[src/rtl/dmaseq_pkg.sv]
package dmaseq_pkg;

    localparam int ADDR_W    = 16;
    localparam int CNT_W     = 16;
    localparam int WORD_W    = (ADDR_W > CNT_W) ? ADDR_W : CNT_W;
    localparam int SEL_W     = 3;
    localparam int TCB_WORDS = 4;
    localparam int SLOT_W    = $clog2(TCB_WORDS);

    localparam int CTL_DMA   = 0;
    localparam int CTL_PORT  = 1;
    localparam int CTL_CHAIN = 2;
    localparam int CTL_W     = 3;

    typedef logic [ADDR_W-1:0] addr_t;
    typedef logic [CNT_W-1:0]  cnt_t;
    typedef logic [WORD_W-1:0] word_t;
    typedef logic [SLOT_W-1:0] slot_t;

    typedef enum logic [SEL_W-1:0] {
        SEL_INDEX = 3'd0,
        SEL_STEP  = 3'd1,
        SEL_COUNT = 3'd2,
        SEL_LINK  = 3'd3,
        SEL_CTRL  = 3'd4
    } sel_e;

    typedef enum logic [1:0] {
        ST_IDLE,
        ST_RUN,
        ST_FETCH
    } seq_state_e;

    typedef struct packed {
        addr_t link;
        cnt_t  count;
        addr_t step;
        addr_t index;
    } tcb_t;

    function automatic addr_t slot_addr(addr_t base, slot_t slot);
        return base + addr_t'(slot);
    endfunction

    function automatic logic last_slot(slot_t slot);
        return slot == slot_t'(TCB_WORDS - 1);
    endfunction

endpackage

[src/rtl/dmaseq_ctl.sv]
module dmaseq_ctl
    import dmaseq_pkg::*;
(
    input  logic             clk,
    input  logic             rst,
    input  logic             wr_en,
    input  logic [SEL_W-1:0] wr_sel,
    input  logic [CTL_W-1:0] wr_ctl,
    input  logic             idle,
    output logic             start_chain,
    output logic             start_single,
    output logic             chain_mode
);

    logic       dma_en, port_en, chain_en;
    logic [2:0] loaded;
    logic       wr_ok, all_loaded;

    assign wr_ok      = wr_en && idle;
    assign all_loaded = &loaded;

    assign start_chain  = wr_ok && (wr_sel == SEL_LINK) && all_loaded
                          && dma_en && port_en && chain_en;
    assign start_single = wr_ok && (wr_sel == SEL_CTRL) && all_loaded
                          && wr_ctl[CTL_DMA] && wr_ctl[CTL_PORT] && !wr_ctl[CTL_CHAIN];

    always_ff @(posedge clk) begin
        if (rst) begin
            dma_en     <= 1'b0;
            port_en    <= 1'b0;
            chain_en   <= 1'b0;
            loaded     <= '0;
            chain_mode <= 1'b0;
        end else begin
            if (wr_en && (wr_sel == SEL_CTRL)) begin
                dma_en   <= wr_ctl[CTL_DMA];
                port_en  <= wr_ctl[CTL_PORT];
                chain_en <= wr_ctl[CTL_CHAIN];
            end
            if (start_chain || start_single) begin
                loaded     <= '0;
                chain_mode <= start_chain;
            end else if (wr_ok) begin
                case (wr_sel)
                    SEL_INDEX: loaded[0] <= 1'b1;
                    SEL_STEP:  loaded[1] <= 1'b1;
                    SEL_COUNT: loaded[2] <= 1'b1;
                    default:   ;
                endcase
            end
        end
    end

endmodule

[src/rtl/dmaseq_params.sv]
module dmaseq_params
    import dmaseq_pkg::*;
(
    input  logic  clk,
    input  logic  rst,
    input  logic  we_index,
    input  logic  we_step,
    input  logic  we_count,
    input  logic  we_link,
    input  word_t wdata,
    input  logic  load,
    input  tcb_t  tcb,
    input  logic  advance,
    output addr_t index,
    output addr_t step,
    output cnt_t  count,
    output addr_t link
);

    always_ff @(posedge clk) begin
        if (rst) begin
            index <= '0;
            step  <= '0;
            count <= '0;
            link  <= '0;
        end else if (load) begin
            index <= tcb.index;
            step  <= tcb.step;
            count <= tcb.count;
            link  <= tcb.link;
        end else begin
            if (we_index) index <= wdata[ADDR_W-1:0];
            if (we_step)  step  <= wdata[ADDR_W-1:0];
            if (we_count) count <= wdata[CNT_W-1:0];
            if (we_link)  link  <= wdata[ADDR_W-1:0];
            if (advance) begin
                index <= index + step;
                count <= count - cnt_t'(1);
            end
        end
    end

endmodule

[src/rtl/dmaseq_fetch.sv]
module dmaseq_fetch
    import dmaseq_pkg::*;
(
    input  logic  clk,
    input  logic  rst,
    input  logic  start,
    input  addr_t base,
    output logic  rd_req,
    output addr_t rd_addr,
    input  logic  rd_valid,
    input  word_t rd_data,
    output logic  tcb_valid,
    output tcb_t  tcb
);

    logic  busy;
    slot_t slot;
    addr_t base_q;

    assign rd_req  = busy;
    assign rd_addr = slot_addr(base_q, slot);

    always_ff @(posedge clk) begin
        if (rst) begin
            busy      <= 1'b0;
            slot      <= '0;
            base_q    <= '0;
            tcb       <= '0;
            tcb_valid <= 1'b0;
        end else begin
            tcb_valid <= 1'b0;
            if (start) begin
                busy   <= 1'b1;
                slot   <= '0;
                base_q <= base;
            end else if (busy && rd_valid) begin
                case (slot)
                    2'd0:    tcb.link  <= rd_data[ADDR_W-1:0];
                    2'd1:    tcb.count <= rd_data[CNT_W-1:0];
                    2'd2:    tcb.step  <= rd_data[ADDR_W-1:0];
                    default: tcb.index <= rd_data[ADDR_W-1:0];
                endcase
                slot <= slot + slot_t'(1);
                if (last_slot(slot)) begin
                    busy      <= 1'b0;
                    tcb_valid <= 1'b1;
                end
            end
        end
    end

endmodule

[src/rtl/tcb_chain_seq.sv]
module tcb_chain_seq
    import dmaseq_pkg::*;
(
    input  logic              clk,
    input  logic              rst,
    input  logic              reg_wr_en,
    input  logic [SEL_W-1:0]  reg_wr_sel,
    input  logic [WORD_W-1:0] reg_wr_data,
    output logic              mem_rd_req,
    output logic [ADDR_W-1:0] mem_rd_addr,
    input  logic              mem_rd_valid,
    input  logic [WORD_W-1:0] mem_rd_data,
    output logic              xfer_req,
    output logic [ADDR_W-1:0] xfer_addr,
    input  logic              mover_done,
    output logic              seq_active,
    output logic              chain_done
);

    seq_state_e state_q, state_d;
    logic  idle, wr_here;
    logic  start_chain, start_single, chain_mode;
    logic  we_index, we_step, we_count, we_link;
    addr_t cur_index, cur_step, cur_link;
    cnt_t  cur_count;
    tcb_t  fetched;
    logic  tcb_valid;
    logic  run_end, follow, advance, load_tcb;
    logic  done_q;

    assign idle    = (state_q == ST_IDLE);
    assign wr_here = reg_wr_en && idle;

    assign we_index = wr_here && (reg_wr_sel == SEL_INDEX);
    assign we_step  = wr_here && (reg_wr_sel == SEL_STEP);
    assign we_count = wr_here && (reg_wr_sel == SEL_COUNT);
    assign we_link  = wr_here && (reg_wr_sel == SEL_LINK);

    assign run_end  = (state_q == ST_RUN) && (cur_count == '0);
    assign follow   = run_end && chain_mode && (cur_link != '0);
    assign advance  = (state_q == ST_RUN) && (cur_count != '0) && mover_done;
    assign load_tcb = (state_q == ST_FETCH) && tcb_valid;

    dmaseq_ctl ctl_i (
        .clk          (clk),
        .rst          (rst),
        .wr_en        (reg_wr_en),
        .wr_sel       (reg_wr_sel),
        .wr_ctl       (reg_wr_data[CTL_W-1:0]),
        .idle         (idle),
        .start_chain  (start_chain),
        .start_single (start_single),
        .chain_mode   (chain_mode)
    );

    dmaseq_params params_i (
        .clk      (clk),
        .rst      (rst),
        .we_index (we_index),
        .we_step  (we_step),
        .we_count (we_count),
        .we_link  (we_link),
        .wdata    (reg_wr_data),
        .load     (load_tcb),
        .tcb      (fetched),
        .advance  (advance),
        .index    (cur_index),
        .step     (cur_step),
        .count    (cur_count),
        .link     (cur_link)
    );

    dmaseq_fetch fetch_i (
        .clk       (clk),
        .rst       (rst),
        .start     (follow),
        .base      (cur_link),
        .rd_req    (mem_rd_req),
        .rd_addr   (mem_rd_addr),
        .rd_valid  (mem_rd_valid),
        .rd_data   (mem_rd_data),
        .tcb_valid (tcb_valid),
        .tcb       (fetched)
    );

    always_comb begin
        state_d = state_q;
        case (state_q)
            ST_IDLE:  if (start_chain || start_single) state_d = ST_RUN;
            ST_RUN:   if (run_end) state_d = follow ? ST_FETCH : ST_IDLE;
            ST_FETCH: if (tcb_valid) state_d = ST_RUN;
            default:  state_d = ST_IDLE;
        endcase
    end

    always_ff @(posedge clk) begin
        if (rst) begin
            state_q <= ST_IDLE;
            done_q  <= 1'b0;
        end else begin
            state_q <= state_d;
            done_q  <= run_end && !follow;
        end
    end

    assign xfer_req   = (state_q == ST_RUN) && (cur_count != '0);
    assign xfer_addr  = cur_index;
    assign seq_active = !idle;
    assign chain_done = done_q;

endmodule

[config.mk]
export PLATFORM = sky130hd
export DESIGN_NAME = tcb_chain_seq
export DESIGN_NICKNAME = d
export VERILOG_FILES = /design/src/rtl/dmaseq_pkg.sv /design/src/rtl/dmaseq_ctl.sv /design/src/rtl/dmaseq_params.sv /design/src/rtl/dmaseq_fetch.sv /design/src/rtl/tcb_chain_seq.sv
export SDC_FILE = /design/constraint.sdc
export NUM_CORES = 1
export LEC_CHECK = 0
export BUFFER_PORTS_ARGS = -buffer_cell sky130_fd_sc_hd__clkbuf_2
export CAP_MARGIN = 10
export CORE_MARGIN = 10
export CORE_UTILIZATION = 54
export DETAILED_ROUTE_END_ITERATION = 7
export GPL_ROUTABILITY_DRIVEN = 0
export GPL_TIMING_DRIVEN = 0
export PLACE_DENSITY = 0.86
export SYNTH_ARGS = -nofsm -noshare
export SYNTH_HDL_FRONTEND = slang
export SYNTH_SLANG_ARGS = --single-unit
[constraint.sdc]
create_clock -name clk -period 2 [get_ports clk]
set_input_delay 0.1 -clock clk [delete_from_list [all_inputs] [get_ports clk]]
set_output_delay 0.1 -clock clk [all_outputs]
set_load 0.01 [all_outputs]
==> flow_summary.yaml <==
power:
  power.density_nw_per_um2: 675
  ir_worst_vdd_uv: 534
  leakage_uw: 0.00474
  totalPowerFinal_uw: 7300
worst_setup_path:
  path_buf_inv: 0
  path_class: "flip-flop to flip-flop"
  max_stage_delay_ps: 520
  critPathArrivalTime_ps: 2860
  path_max_fanout: 6
  required_ps: 2320
  path_cells: "ha_2, a21oi_1, o21ai_0, a211o_1, a221o_1, xnor2_1, a211oi_1"
  startpoint_type: "flip-flop"
  slowest_stage: "dfxtp_1"
  endpoint_kind: "flip-flop"
  critPathTopFamily: "compound AO/OA/AOI/OAI gates"
yosys:
  yosys_warnings: 0
  synth_top_area_share_pct: 39.8
  async_flop_share_pct: 0
  ys_ff_latch: 158
  netlist_area_um2: 7950
  synth_cell_types: 72
  synth_flop_cell: "dfxtp_1"
  synth-edff-count: 0
  netlist_instances: 877
  seq_area_frac_synth_pct: 39.8
  yosys.area.top_type: "dfxtp_1"
  syn_avg_cell_area_um2: 9.07
  synthesis.nets: 943
  synth_area_leaders: "dfxtp_1, mux2i_1, nor2_1"
timing:
  rsz0062_at_grt: "true"
  tightest_slew_ps: 1030
  slew_violations: 0
  whs_ps: -14.5
  fmax_mhz: 393
  setup_viol: 127
  worst_slack_ps: -547
  finalClockSkew_ps: 14.2
  layout_min_cycle_time_ps: 2550
  slew_headroom_pct: 31.6
  final.period_utilization_pct: 127
  finalHoldViolations: 5
route:
  via_per_inst: 7.18
  drt_iter0_drc: 1914
  antenna_left: 0
  vias: 8854
  dr.pass1.iters: 8
  wirelength_um: 36400
  wl_per_cell_um: 29.5
  drcViolationCount: 30
clocking:
  clkTransAtPathRegs_ps: 70
  clock_latency_ps: 450
  cts_tree: "done"
  cts_num_sinks: 158
  cts.htree.levels: 4
  cts_max_path_buffers: 2
  cts_buffers: 17
  root_buffer: "clkbuf_16"
grt:
  grt.busiest_layer: "met2"
  grt.met2_usage_pct: 44.3
  grt_util_met3_pct: 8.38
  use_met1_pct: 34.2
  track_usage_pct: 28.5
  gr-total-overflow: 0
  grt_pass1_wl_um: 45100
  antenna_found_initial: 0
  grt_start_max_net_pins: 17
  grt_pass1_vias: 7921
final_layout:
  layout-drive-gt1-share_pct: 32.4
  syn_to_final_growth_pct: 36.0
  n_antenna_cell: 0
  most-common-layout-cells: "nor2_1, dfxtp_1, mux2i_1, clkbuf_2, nand2_1"
  final_common_cell: "nor2_1"
  fin_cells: 1233
  fin_nets: 1104
floorplanning:
  dieArea_um2: 20000
  ios: 76
  core-area_um2: 14500
  die_x_um: 141
  initial_core_util_pct: 54.9
  die_h_um: 141
  row_count: 44
status:
  run_status: "finished with violations"
  violations: "design-rule violations, negative hold slack, negative setup slack"
place:
  hpwlAfterDp_um: 18300
  dp.cells: 1135
  placement.io_buffers: 74
run:
  cap_violations: 0
worst_hold_path:
  hp-class: "input port to flip-flop"
-- through the flow --
stage	util, %	cell area (µm²)	setup slack, ps	TNS [ps]
after floorplan	-	8030	-52.0	-1560
after global placement	59.6	8630	-488	-44660
after detailed placement	59.6	8630	-517	-48650
after CTS	68.5	9920	-173	-9350
after global routing	74.7	10800	-622	-36450
final	74.7	10800	-547	-32170
-- synth_stat cells (all sizes together), types with 5 or more instances --
library cell	n
a22oi	6
buf	25
a311oi	7
clkbuf	35
a21oi	27
nand2	58
nor4	14
or3	6
inv	11
and3	8
nand3	19
xor2	15
a211oi	38
nor3b	6
xnor2	18
dfxtp	158
mux2i	118
a2111oi	6
and2	5
o21ai	11
o22ai	5
nor2	163
nor3	16
ha	24
a21o	7
-- final cells by class --
| type | count | area [µm²] |
|---|---|---|
| tap | 184 | 230 |
| buffer | 52 | 390 |
| sequential | 158 | 3220 |
| timing repair buffer | 150 | 1200 |
| clock inverter | 9 | 113 |
| fill | 842 | 3660 |
| clock buffer | 21 | 460 |
| multi-input combinational | 648 | 5160 |
| inverter | 11 | 41.3 |
-- logic make-up after synthesis --
kind of cell | count (synthesis) | synth area share (%)
XOR/XNOR | 33 | 3.63
AO/OA/AOI/OAI | 149 | 14.1
AND/OR/NAND/NOR | 322 | 19.0
adder cells (fa/ha/maj) | 26 | 4.28
multiplexers | 118 | 14.8
buffers and inverters | 71 | 4.36
flip-flops | 158 | 39.8
-- registers in the layout, indices dropped and copies added, names as in the netlist --
signal	cells
ctl_i.dma_en	1
ctl_i.chain_en	1
params_i.index	16
ctl_i.chain_mode	1
fetch_i.tcb	64
params_i.link	16
chain_done	1
params_i.count	16
fetch_i.slot	2
fetch_i.rd_req	1
ctl_i.port_en	1
ctl_i.loaded	3
fetch_i.tcb_valid	1
params_i.step	16
fetch_i.base_q	16
state_q	2
-- worst register-to-register path, cell delays in order, from the launching register on --
cell      delay, ps
dfxtp_1         520
ha_2            400
a21oi_1         150
o21ai_0         100
a211o_1         320
a221o_1         410
xnor2_1         160
a211oi_1        360
-- power by group --
part	internal, µW	total, µW	switching (µW)
clock network	1890	3320	1430
registers	3170	3230	55.5
logic	290	753	463
-- per-layer routing --
metal / routed length, µm / up-vias
met5: 0 / -
met4: 3480 / 0
met3: 5400 / 381
met2: 15300 / 977
met1: 12200 / 4022
li1: - / 3474
-- path summary, 6_finish.rpt --
check	startpoint	slack [ps]	end	cells after the start
worst max register to register	params_i.step[6]	-550	params_i.index[15]	7
worst min-delay path	mem_rd_data[11]	-10	fetch_i.tcb[27]	3
worst max-delay path	params_i.step[6]	-550	params_i.index[15]	7
worst min register to register	ctl_i.loaded[2]	480	ctl_i.loaded[2]	1
-- repair_timing --
| action | 4_1_cts | 5_1_grt |
|---|---|---|
| hold endpoints to repair | 17 | 1 |
| pin swaps | 41 | 54 |
| endpoints found under the setup margin | 161 | 141 |
| gates resized for setup | 114 | 124 |
| cloned | 1 | 7 |
| hold buffers | 8 | 1 |
| buffers inserted | 29 | 32 |
Power figures use the tool's default switching activity.
